### config.mk
export PLATFORM = sky130hd
export DESIGN_NAME = eiu_conv
export DESIGN_NICKNAME = d
export VERILOG_FILES = /design/src/rtl/eiu_pkg.sv /design/src/rtl/eiu_sync.sv /design/src/rtl/eiu_sense.sv /design/src/rtl/eiu_regs.sv /design/src/rtl/eiu_conv.sv
export SDC_FILE = /design/constraint.sdc
export NUM_CORES = 1
export LEC_CHECK = 0
export ABC_AREA = 1
export BUFFER_PORTS_ARGS = -buffer_cell sky130_fd_sc_hd__buf_2
export CORE_ASPECT_RATIO = 1.4
export CORE_MARGIN = 2
export CORE_UTILIZATION = 40
export DETAILED_ROUTE_END_ITERATION = 16
export PLACE_DENSITY_LB_ADDON = 0.08
export RECOVER_POWER = 100
export REMOVE_ABC_BUFFERS = 1
export SYNTH_ARGS = -nofsm -noshare
export SYNTH_HDL_FRONTEND = slang
export SYNTH_SLANG_ARGS = --single-unit
### constraint.sdc
create_clock -name clk_i -period 2.5 [get_ports clk_i]
set_clock_uncertainty 0.15 [all_clocks]
set_input_delay 0.375 -clock clk_i [delete_from_list [all_inputs] [get_ports clk_i]]
set_output_delay 0.375 -clock clk_i [all_outputs]
set_load 0.1 [all_outputs]
### src/rtl/eiu_pkg.sv
package eiu_pkg;
  localparam int EIU_ADDR_W = 5;

  typedef enum logic [2:0] {
    SEL_MASK = 3'd0,
    SEL_SRC  = 3'd1,
    SEL_STAT = 3'd2,
    SEL_RAW  = 3'd3,
    SEL_CLR  = 3'd4,
    SEL_POL  = 3'd5,
    SEL_EDGE = 3'd6,
    SEL_SWI  = 3'd7
  } reg_sel_e;

  function automatic logic [EIU_ADDR_W-1:0] byte_addr(reg_sel_e s);
    return {s, 2'b00};
  endfunction
endpackage

### src/rtl/eiu_sync.sv
module eiu_sync #(
  parameter int W      = 32,
  parameter int STAGES = 2
) (
  input  logic         clk_i,
  input  logic         rst_ni,
  input  logic [W-1:0] d_i,
  output logic [W-1:0] q_o
);
  logic [STAGES-1:0][W-1:0] stg_q;

  always_ff @(posedge clk_i or negedge rst_ni) begin
    if (!rst_ni) begin
      stg_q <= '0;
    end else begin
      stg_q[0] <= d_i;
      for (int s = 1; s < STAGES; s++) stg_q[s] <= stg_q[s-1];
    end
  end

  assign q_o = stg_q[STAGES-1];
endmodule

### src/rtl/eiu_sense.sv
module eiu_sense #(
  parameter int W = 32
) (
  input  logic         clk_i,
  input  logic         rst_ni,
  input  logic [W-1:0] lvl_i,
  input  logic [W-1:0] pol_i,
  input  logic [W-1:0] edge_i,
  output logic [W-1:0] hit_o
);
  logic [W-1:0] prev_q, act, act_prev;

  always_ff @(posedge clk_i or negedge rst_ni) begin
    if (!rst_ni) prev_q <= '0;
    else         prev_q <= lvl_i;
  end

  // normalise both samples to active-high before comparing
  assign act      = ~(lvl_i  ^ pol_i);
  assign act_prev = ~(prev_q ^ pol_i);

  for (genvar i = 0; i < W; i++) begin : g_line
    assign hit_o[i] = edge_i[i] ? (act[i] & ~act_prev[i]) : act[i];
  end
endmodule

### src/rtl/eiu_regs.sv
module eiu_regs
  import eiu_pkg::*;
#(
  parameter int W = 32
) (
  input  logic                  clk_i,
  input  logic                  rst_ni,
  input  logic [EIU_ADDR_W-1:0] addr_i,
  input  logic                  wr_en_i,
  input  logic [W-1:0]          wdata_i,
  input  logic [W-1:0]          req_i,
  output logic [W-1:0]          rdata_o,
  output logic [W-1:0]          mask_o,
  output logic [W-1:0]          pol_o,
  output logic [W-1:0]          edge_o,
  output logic [W-1:0]          swi_o,
  output logic [W-1:0]          clr_o
);
  logic     aligned, wr_hit;
  reg_sel_e sel;
  logic [W-1:0] mask_q, src_q, pol_q, edge_q, swi_q;

  assign aligned = (addr_i[1:0] == 2'b00);
  assign sel     = reg_sel_e'(addr_i[EIU_ADDR_W-1:2]);
  assign wr_hit  = wr_en_i & aligned;

  always_ff @(posedge clk_i or negedge rst_ni) begin
    if (!rst_ni) begin
      mask_q <= '1;
      src_q  <= '0;
      pol_q  <= '0;
      edge_q <= '0;
      swi_q  <= '0;
    end else if (wr_hit) begin
      case (sel)
        SEL_MASK: mask_q <= wdata_i;
        SEL_SRC:  src_q  <= wdata_i;
        SEL_POL:  pol_q  <= wdata_i;
        SEL_EDGE: edge_q <= wdata_i;
        SEL_SWI:  swi_q  <= wdata_i;
        default:  ;
      endcase
    end
  end

  assign clr_o = (wr_hit && sel == SEL_CLR) ? wdata_i : '0;

  always_comb begin
    rdata_o = '0;
    if (aligned) begin
      case (sel)
        SEL_MASK: rdata_o = mask_q;
        SEL_SRC:  rdata_o = src_q;
        SEL_STAT: rdata_o = req_i & ~mask_q;
        SEL_RAW:  rdata_o = req_i;
        SEL_POL:  rdata_o = pol_q;
        SEL_EDGE: rdata_o = edge_q;
        SEL_SWI:  rdata_o = swi_q;
        default:  rdata_o = '0;
      endcase
    end
  end

  assign mask_o = mask_q;
  assign pol_o  = pol_q;
  assign edge_o = edge_q;
  assign swi_o  = swi_q;
endmodule

### src/rtl/eiu_conv.sv
module eiu_conv
  import eiu_pkg::*;
#(
  parameter int NUM_LINES   = 32,
  parameter int SYNC_STAGES = 2
) (
  input  logic                  clk_i,
  input  logic                  rst_ni,
  input  logic [NUM_LINES-1:0]  irq_i,
  input  logic [EIU_ADDR_W-1:0] addr_i,
  input  logic                  wr_en_i,
  input  logic [NUM_LINES-1:0]  wdata_i,
  output logic [NUM_LINES-1:0]  rdata_o,
  output logic [NUM_LINES-1:0]  irq_o
);
  logic [NUM_LINES-1:0] lvl_sync, hit, req_q, mask_q, pol_q, edge_q, swi_q, clr;

  eiu_sync #(.W(NUM_LINES), .STAGES(SYNC_STAGES)) u_sync (
    .clk_i (clk_i),
    .rst_ni(rst_ni),
    .d_i   (irq_i),
    .q_o   (lvl_sync)
  );

  eiu_sense #(.W(NUM_LINES)) u_sense (
    .clk_i (clk_i),
    .rst_ni(rst_ni),
    .lvl_i (lvl_sync),
    .pol_i (pol_q),
    .edge_i(edge_q),
    .hit_o (hit)
  );

  eiu_regs #(.W(NUM_LINES)) u_regs (
    .clk_i  (clk_i),
    .rst_ni (rst_ni),
    .addr_i (addr_i),
    .wr_en_i(wr_en_i),
    .wdata_i(wdata_i),
    .req_i  (req_q),
    .rdata_o(rdata_o),
    .mask_o (mask_q),
    .pol_o  (pol_q),
    .edge_o (edge_q),
    .swi_o  (swi_q),
    .clr_o  (clr)
  );

  // set beats clear: an active level or forced line re-latches
  always_ff @(posedge clk_i or negedge rst_ni) begin
    if (!rst_ni) req_q <= '0;
    else         req_q <= (req_q & ~clr) | hit | swi_q;
  end

  assign irq_o = req_q & ~mask_q;
endmodule

==> flow_metrics.tcl, run 1 <==
set metrics [dict create \
    synth-edff-count 0 \
    fin_area_mm2 0.0157 \
    fin_ws_ns 0.106 \
    yosysWarnings 0 \
    cap_violations 1 \
    syn_area_mm2 0.0128 \
    status "finished with violations" \
    cts_sinks 288 \
    drv_slew 61 \
    synthToLayoutAreaGrowth_pct 22.7 \
    cp_num_buf_inv 6 \
    postSynthAreaPerCell_um2 8.45 \
    drt_iter0_drc 659 \
    max_freq_mhz 418 \
    numCtsBuffers 30 \
    cpMaxStageDelayCell "clkbuf_4" \
    tns_ns 0 \
    yosys-top-cells-count "nand2_1, dfrtp_1, nor2_1, o21ai_0, inv_1" \
    hold_depth 3 \
    port_buffers 135 \
    rows 77 \
    setup_violations 0 \
    cp_data_arrival_time_ns 1.87 \
    die_w_um 155 \
    clock_latency_ns 0.57 \
    hold-worst-slack_ns 0.0150 \
    first_pass_iters 5 \
    cts_setup_buffers 0 \
    start_kind "input pin" \
    yosys.area.top_type_share_pct 50.0 \
    cts_max_level 1 \
    path_class "in -> out" \
    hold_viol_final 0 \
    vdd_drop_max_mv 0.650 \
    core_mm2 0.0316 \
    violations "max-capacitance violations, max-slew violations" \
    grt_overflow 0 \
    worstPathCellList "buf_2, buf_4, inv_4, buf_12, nand4_1, nand2_1, inv_1, nand2_1, nor2_1, nor2_1, clkbuf_4" \
    place_congestion 0.771 \
    dieArea_mm2 0.0335 \
    r2r_start "u_regs.pol_o[21]" \
    ys_seq_elements 288 \
    powerDensity_mw_per_mm2 814 \
    initial_core_util_pct 40.5 \
    cts_hold_buffers 51 \
    yosysTopAreaCell "dfrtp_1" \
    nets 1761 \
    hpwl_um 23200 \
    ys_seq_area_share_pct 56.6 \
    slowest_delay_ns 0.35 \
    rr_endpoint "req_q[21]" \
    ioPinCount 136 \
    ys_types 23 \
    drt_wl_total_um 36200 \
    die_y_um 216 \
    antenna_found_initial 2 \
    cts_tree "done" \
    synth_flop_cell "dfrtp_1" \
    placed_cell_area_mm2 0.0146 \
    finalCritPeriodShare_pct 95.8 \
    critical-path-top-delay-family "buffers and inverters" \
    finalCriticalPeriod_ns 2.39 \
    grt_max_degree 72 \
    p_leak_nw 7.47 \
    grt_usage_pct 21.9 \
    place_ws_ns 0.171 \
    drc 0 \
    drive_gt1_share_pct 15.4 \
    root_buffer "clkbuf_16" \
    r2r_cells 2 \
    yosysMostFrequentCell "nand2_1" \
    clockBufferDepth 3 \
    syn_inst 1515 \
    drtAntennaViolNets 0 \
    clk_pin_slew_worst_paths_ns 0.06 \
    min_to "u_regs.edge_o[31]" \
    postCtsResizedCells 0 \
    reg2reg_slack_ns 1.48 \
    ys_async_sr_fraction_pct 100 \
    grt_first_pass_wirelength_um 58400 \
    hp-class "in -> reg" \
    synth.area.top_cells "dfrtp_1, o21ai_0, nand2_1" \
    nFillCells 3106 \
    cp-end-kind "primary output" \
    via_per_inst 5.13 \
    vias 10800 \
    hp-start "wdata_i[31]" \
    slew-limit-headroom_pct -9.28 \
    wl_per_cell_um 17.2 \
    tightest_slew_ns 1.64 \
    cp.required_ns 1.98 \
    grt_setup_unrepaired "no" \
    grt_pass1_vias 10600 \
    worstPathMaxFanout 67 \
]
-- cells in the final DEF (no fill, tap or decap), types with 14 or more instances in the layout --
cell           instances
a31oi_1               32
buf_12                20
buf_2                 67
buf_4                 30
clkbuf_1              15
clkbuf_16             31
clkbuf_2              40
clkbuf_4              14
dfrtp_1              256
dfstp_2               31
dlygate4sd3_1         51
inv_1                164
nand2_1              256
nand3_1              128
nand4_1               96
nor2_1               225
o21ai_0              214
-- metal layers --
layer	vias up	global-route usage [%]	part of all wire, %
li1	5324	-	-
met1	5193	29.2	44
met2	241	38.1	50
met3	55	2.63	4.2
met4	2	5.66	2.0
met5	-	0	0.036
-- per-stage QoR --
stage          total power [mW]  util (%)  cells
2_1_floorplan              7.55         -   1427
3_3_place_gp               8.39      46.2   2001
3_5_place_dp               8.44      46.2   2001
4_1_cts                    13.0      50.9   2108
5_1_grt                    13.4      49.7   2109
6_report                   12.8      49.7   2109
-- state kept, by name, summed over array words and instances (netlist names) --
name and flops:
req_q 32, u_regs.swi_o 32, u_regs.pol_o 32, u_regs.mask_o 32
u_regs.src_q 32, u_sync.q_o 32, u_regs.edge_o 32, u_sense.prev_q 32
u_sync.stg_q 32
-- where the power goes --
part / switching [mW] / internal (mW)
logic: 1.88 / 0.701
registers: 0.439 / 5.30
clock network: 1.87 / 2.60
-- layout make-up --
class	count	area (µm²)	area share [%]
well taps	395	494	3.15
clock inverters	10	103	0.653
multi-input cells	973	4530	28.8
inverters	166	626	3.98
flip-flops and latches	288	7250	46.1
repair buffers	230	1840	11.7
diodes	1	2.50	0.0159
clock buffers	46	872	5.55
-- worst reg2reg max path, stage by stage (launching register included) --
cell	delay (ns)
dfrtp_1	0.42
a31oi_1	0.21
nand3_1	0.11
-- worst max-delay path by stage --
| stage | from | end | slack, ns | depth (start not counted) |
|---|---|---|---|---|
| 2_1_floorplan | addr_i[4] | rdata_o[30] | -1.98 | 7 |
| 3_3_place_gp | addr_i[2] | rdata_o[13] | 0.17 | 9 |
| 3_5_place_dp | addr_i[2] | rdata_o[13] | 0.17 | 9 |
| 4_1_cts | req_q[22] | rdata_o[22] | 0.14 | 7 |
| 5_1_grt | req_q[22] | rdata_o[22] | 0.02 | 7 |
| 6_report | addr_i[4] | rdata_o[24] | 0.11 | 11 |
-- logic make-up after synthesis --
group,count (synthesis),synth area share (%)
buffers and inverters,254,8.04
and+or+nand+nor,717,25.0
AOI/OAI and AO/OA,256,10.3
DFF,288,56.6
Power figures use the tool's default switching activity.
==> run 2: changes to the inputs <==
PLACE_DENSITY_LB_ADDON = default   (was 0.08)
==> run 2 against run 1 <==
Net effect: the run still ends with max-capacitance violations, max-slew violations left; power is 0.85% higher; register-to-register slack is essentially flat; maximum frequency fell by 0.27%; clock power is 2% higher; critical path type is now reg -> out; largest cell class unchanged.
==> flow_metrics.tcl, run 2 (same netlist as run 1, synthesis figures left out) <==
set metrics [dict create \
    grt-busiest-layer "met2" \
    nets 1750 \
    drive_gt1_share_pct 16.0 \
    crit_path_start "req_q[27]" \
    clk_pin_slew_worst_paths_ns 0.06 \
    start_kind "flop" \
    switching_share_pct 32.7 \
    r2r_cells 3 \
    vias 11000 \
    drt_wl_total_um 36100 \
    die_y_um 216 \
    tightest_slew_ns 1.70 \
    p_int_mw 8.68 \
    grt_setup_unrepaired "no" \
    drt_iter0_drc 826 \
    max_freq_mhz 417 \
    hold_depth 3 \
    cts_setup_buffers 0 \
    status "finished with violations" \
    crit_end "rdata_o[27]" \
    cp.required_ns 1.98 \
    setup_violations 0 \
    ioPinCount 136 \
    place_congestion 0.826 \
    vdd_drop_max_mv 0.606 \
    synthToLayoutAreaGrowth_pct 21.8 \
    critical-path-top-delay-family "simple AND/OR/NAND/NOR gates" \
    numCtsBuffers 30 \
    cp_common_cell "nor2_1" \
    initial_core_util_pct 40.5 \
    p_seq_share_pct 44.5 \
    finalCriticalPeriod_ns 2.40 \
    grt_overflow 0 \
    powerDensity_mw_per_mm2 827 \
    reg2reg_slack_ns 1.47 \
    cp-end-kind "primary output" \
    comb_power_share_pct 20.1 \
    nFillCells 3058 \
    n_antenna_cell 0 \
    grtUsageMet1_pct 28.3 \
    clockPowerShare_pct 35.4 \
    grt_pass1_vias 11000 \
    finalCritPeriodShare_pct 96.0 \
    layout_commonest_cell "nand2_1" \
    hold_viol_final 0 \
    worstPathMaxFanout 3 \
    worstPathCellList "inv_1, nor2_1, nand3_1, nand3_1, nor2_1, nor2_1, clkbuf_4" \
    tns_ns 0 \
    cts_sinks 288 \
    rr_endpoint "req_q[19]" \
    cap_violations 1 \
    cts_max_level 1 \
    rows 77 \
    p_switching_mw 4.21 \
    clockBufferDepth 3 \
    cp_data_arrival_time_ns 1.88 \
    clock_latency_ns 0.56 \
    path_depth 7 \
    slowest_delay_ns 0.36 \
    mostFrequentLayoutCells "nand2_1, dfrtp_1, nor2_1" \
    cp_num_buf_inv 2 \
    core_mm2 0.0316 \
    grt_usage_pct 21.8 \
    drv_slew 63 \
    grt_first_pass_wirelength_um 58200 \
    drc 0 \
    grt.met2_usage_pct 38.0 \
    cpMaxStageDelayCell "dfrtp_1" \
    wl_per_cell_um 17.2 \
    layoutNonFillerInstCount 2097 \
    slew-limit-headroom_pct -13.7 \
    root_buffer "clkbuf_16" \
    met3_usage_pct 2.43 \
    first_pass_iters 6 \
    die_w_um 155 \
    path_class "reg -> out" \
    violations "max-capacitance violations, max-slew violations" \
    antenna_found_initial 0 \
    hpwl_um 22700 \
    p_leak_nw 7.42 \
    r2r_start "u_regs.edge_o[19]" \
    cts_tree "done" \
    grt_max_degree 69 \
    dieArea_mm2 0.0335 \
    port_buffers 135 \
    hp-class "in -> reg" \
    via_per_inst 5.22 \
    dp.cells 2003 \
    drtAntennaViolNets 0 \
]
==> run 2: changes by cell type in the layout (fill, tap and decap cells not counted), moves of 2 or more <==
cell           before  now
nor2_2              0    4
buf_2              67   70
clkbuf_1           15   12
nor2_1            225  221
o21ai_1            10    6
clkbuf_4           14   20
clkinv_2            7    3
clkbuf_2           40   38
dlygate4sd3_1      51   38
buf_12             20   17
buf_6               4    2
o21ai_0           214  218
clkbuf_8            4    7
==> run 2: timing repair <==
item | in CTS | in global routing
resized for setup | 0 | 4
hold buffers | 38 | 0
endpoints found under the hold margin | 93 | 0
setup endpoints to repair | 0 | 3
==> run 2: stage by stage <==
stage	setup slack [ns]	utilization [%]	total power, mW	hold WS (ns)	cell area [µm²]
3_3_place_gp	0.176	46.2	8.38	0.182	14600
4_1_cts	0.0277	50.7	13.1	0.000182	16000
6_report	0.0996	49.4	12.9	0.00378	15600
5_1_grt	0.00603	49.4	13.5	0.0144	15600
2_1_floorplan	-1.98	-	7.55	-0.0706	12400
3_5_place_dp	0.186	46.2	8.44	0.185	14600
==> run 2: layer usage <==
layer	vias up	share of wire (%)
met2	296	50
met3	69	4.7
met4	0	2.8
met1	5269	42
li1	5316	-
met5	-	0
==> run 2: power by group through the flow <==
stage	clock network (mW)	registers, mW	logic, mW
2_1_floorplan	0	5.69	1.87
3_3_place_gp	0	5.79	2.59
3_5_place_dp	0	5.81	2.63
4_1_cts	4.66	5.73	2.69
5_1_grt	4.87	5.82	2.84
6_report	4.56	5.74	2.59
==> run 2: layout make-up <==
cell class | count | area (µm²) | area share, %
clock buffers | 47 | 906 | 5.81
clock inverters | 9 | 110 | 0.706
inverters | 166 | 626 | 4.01
multi-input cells | 973 | 4530 | 29.1
flip-flops and latches | 288 | 7250 | 46.5
well taps | 395 | 494 | 3.17
repair buffers | 219 | 1680 | 10.8
==> run 2: tightest hold or removal path, delay by kind of cell <==
| family | cells | cell delay (ns) |
|---|---|---|
| AOI/OAI and AO/OA | 1 | 0.11 |
| buffers and inverters | 2 | 0.21 |
==> run 2: worst min-delay path by stage <==
stage                                 from           endpoint
final                          wdata_i[14]  u_regs.mask_o[14]
after global routing           wdata_i[31]  u_regs.mask_o[31]
after floorplan                     rst_ni           req_q[0]
after detailed placement  u_sync.stg_q[14]     u_sync.q_o[14]
after global placement    u_sync.stg_q[29]     u_sync.q_o[29]
after CTS                       wdata_i[1]    u_regs.src_q[1]
==> run 3: changes to the inputs <==
ABC_AREA = default   (was 1)
==> run 3 against run 2 <==
Net effect: the run still ends with max-capacitance violations, max-slew violations left; worst setup slack worse by 0.053 ns; synthesized cell count down 40%; core utilization is 2.2 points higher; wire length fell by 16%; first-iteration DRC count fell by 54%; flip-flop and latch count unchanged; count of clock-buffer cells in the layout down 3; combinational power up 8.1%; power increased by 4.5%; worst hold slack improved by 0.19 ns; critical path type unchanged; largest cell class unchanged.
==> flow_metrics.tcl, run 3 <==
set metrics [dict create \
    mostFrequentLayoutCells "dfrtp_1, mux2_2, buf_2" \
    p_total_mw 13.5 \
    via_per_inst 5.31 \
    wl_per_cell_um 19.6 \
    ff_latch_area_mm2 0.00725 \
    cpMaxStageDelayCell "dfstp_2" \
    worstPathMaxFanout 4 \
    ys_types 30 \
    synth_flop_cell "dfrtp_1" \
    hpwl_um 19500 \
    p_switching_mw 4.09 \
    grt_setup_unrepaired "no" \
    syn_area_mm2 0.0123 \
    die_y_um 212 \
    max_freq_mhz 408 \
    cts_max_level 1 \
    ioPinCount 136 \
    antenna_found_initial 0 \
    clock_latency_ns 0.56 \
    hp-class "reg -> reg" \
    powerDensity_mw_per_mm2 855 \
    die_w_um 152 \
    drt_wl_total_um 30200 \
    p_leak_nw 6.80 \
    utilization_pct 51.5 \
    cp.required_ns 1.98 \
    yosysWarnings 0 \
    worstPathCellList "mux2i_1, o22a_1, a21oi_1, buf_12" \
    clk_pin_slew_worst_paths_ns 0.06 \
    vias 8176 \
    dieArea_mm2 0.0323 \
    place_ws_ns 0.0942 \
    numCtsBuffers 30 \
    yosysMostFrequentCell "dfrtp_1" \
    multiInputGateArea_mm2 0.00487 \
    dp.cells 1419 \
    grt_first_pass_wirelength_um 48100 \
    cts_setup_buffers 0 \
    clockBufferDepth 3 \
    nFillCells 2721 \
    drive_gt1_share_pct 33.7 \
    path_class "reg -> out" \
    grt_max_degree 70 \
    start_kind "flop" \
    hold-worst-slack_ns 0.192 \
    clockPowerShare_pct 35.9 \
    drt_iter0_drc 380 \
    place_congestion 0.762 \
    synth.area.top_cells "dfrtp_1, mux2_2, dfstp_2" \
    finalCriticalPeriod_ns 2.45 \
    cp_data_arrival_time_ns 1.93 \
    synthToLayoutAreaGrowth_pct 27.8 \
    comb_power_share_pct 20.7 \
    rows 76 \
    grt_overflow 0 \
    first_pass_iters 4 \
    ys_seq_area_share_pct 58.7 \
    violations "max-capacitance violations, max-slew violations" \
    tightest_slew_ns 1.61 \
    drtAntennaViolNets 0 \
    core_mm2 0.0306 \
    cap_violations 1 \
    vdd_drop_max_mv 0.517 \
    postSynthAreaPerCell_um2 13.6 \
    drv_slew 68 \
    port_buffers 135 \
    fin_ws_ns 0.0470 \
    cts_sinks 288 \
    finalCritPeriodShare_pct 98.1 \
    syn_inst 904 \
    drc 0 \
    synth-edff-count 0 \
    layout_commonest_cell "dfrtp_1" \
    status "finished with violations" \
    yosys.area.top_type_share_pct 51.9 \
    initial_core_util_pct 40.3 \
    slew-limit-headroom_pct -7.37 \
    yosysTopAreaCell "dfrtp_1" \
    nets 1198 \
    n_antenna_cell 0 \
    root_buffer "clkbuf_16" \
    p_seq_share_pct 43.3 \
    slowest_delay_ns 0.56 \
    ys_async_sr_fraction_pct 100 \
    grt_usage_pct 18.8 \
    switching_share_pct 30.4 \
    ys_seq_elements 288 \
    grt_pass1_vias 8566 \
    setup_violations 0 \
    layoutNonFillerInstCount 1540 \
    cp-end-kind "primary output" \
    hold_viol_final 0 \
    p_int_mw 9.39 \
    cts_tree "done" \
    yosys-top-cells-count "dfrtp_1, mux2_2, a21oi_1, mux2i_1, nor2b_1" \
]
==> run 3: cell count changes in the layout (fill, tap and decap cells not counted), sizes merged, moves of 160 or more <==
cell | before | now
o21ai | 224 | 0
inv | 168 | 1
mux2 | 0 | 160
nor2 | 227 | 1
nand2 | 258 | 5
==> run 3: per-stage QoR <==
stage	setup TNS, ns	instance area (µm²)
final	0	15800
after global routing	0	15800
after CTS	0	16100
after detailed placement	0	14300
after global placement	0	14300
after floorplan	-113.78	12100
==> run 3: kinds of logic after synthesis <==
| kind of cell | after synthesis | share of synthesized area, % |
|---|---|---|
| xor+xnor | 62 | 4.40 |
| compound gates | 163 | 9.60 |
| simple gates | 114 | 5.57 |
| buf+inv | 54 | 1.98 |
| mux | 223 | 19.7 |
| flops | 288 | 58.7 |
==> run 3: power by group through the flow <==
stage	logic [mW]	registers, mW	clock network [mW]
after floorplan	2.08	5.76	0
after global placement	2.76	5.90	0
after detailed placement	2.79	5.92	0
after CTS	2.88	5.84	4.99
after global routing	2.99	5.93	5.16
final	2.80	5.84	4.84
==> run 3: critical path, delay by kind of cell (launching register included) <==
| kind | cells | cell delay (ns) |
|---|---|---|
| compound gates | 2 | 0.50 |
| buf+inv | 1 | 0.23 |
| flops | 1 | 0.56 |
| mux | 1 | 0.07 |
==> run 3: layout make-up <==
cell class                      instances  area share [%]
Sequential cell                       288            46.0
Multi-Input combinational cell        562            30.9
Timing Repair Buffer                  243            13.2
Clock buffer                           44            5.48
Tap cell                              390            3.09
Clock inverter                         12            1.36
Inverter                                1          0.0238
==> run 3: per-layer routing <==
metal | GRT usage (%) | vias to the layer above | wire length [µm]
met5 | 0 | - | 0
met4 | 5.65 | 0 | 742
met3 | 2.17 | 46 | 1070
met2 | 33.6 | 148 | 15700
met1 | 24.1 | 4247 | 12700
li1 | - | 3735 | -
==> run 3: what timing repair did <==
| item | CTS | global route |
|---|---|---|
| endpoints found under the hold margin | 269 | 0 |
| hold buffers | 65 | 0 |
| setup endpoints to repair | 1 | 1 |
| pin swaps | 1 | 0 |
| gates resized for setup | 2 | 1 |
==> run 3: worst paths after layout <==
check / from / end / slack (ns) / cells after the start
max: u_regs.mask_o[20] / rdata_o[20] / 0.05 / 4
min: u_sync.stg_q[6] / u_sync.q_o[6] / 0.19 / 0
max reg2reg: u_regs.pol_o[21] / req_q[21] / 1.23 / 3
min reg2reg: u_sync.stg_q[6] / u_sync.q_o[6] / 0.19 / 0
max in group asynchronous: rst_ni / u_regs.mask_o[25] / 0.37 / 3
min in group asynchronous: rst_ni / u_sync.q_o[21] / 0.62 / 2
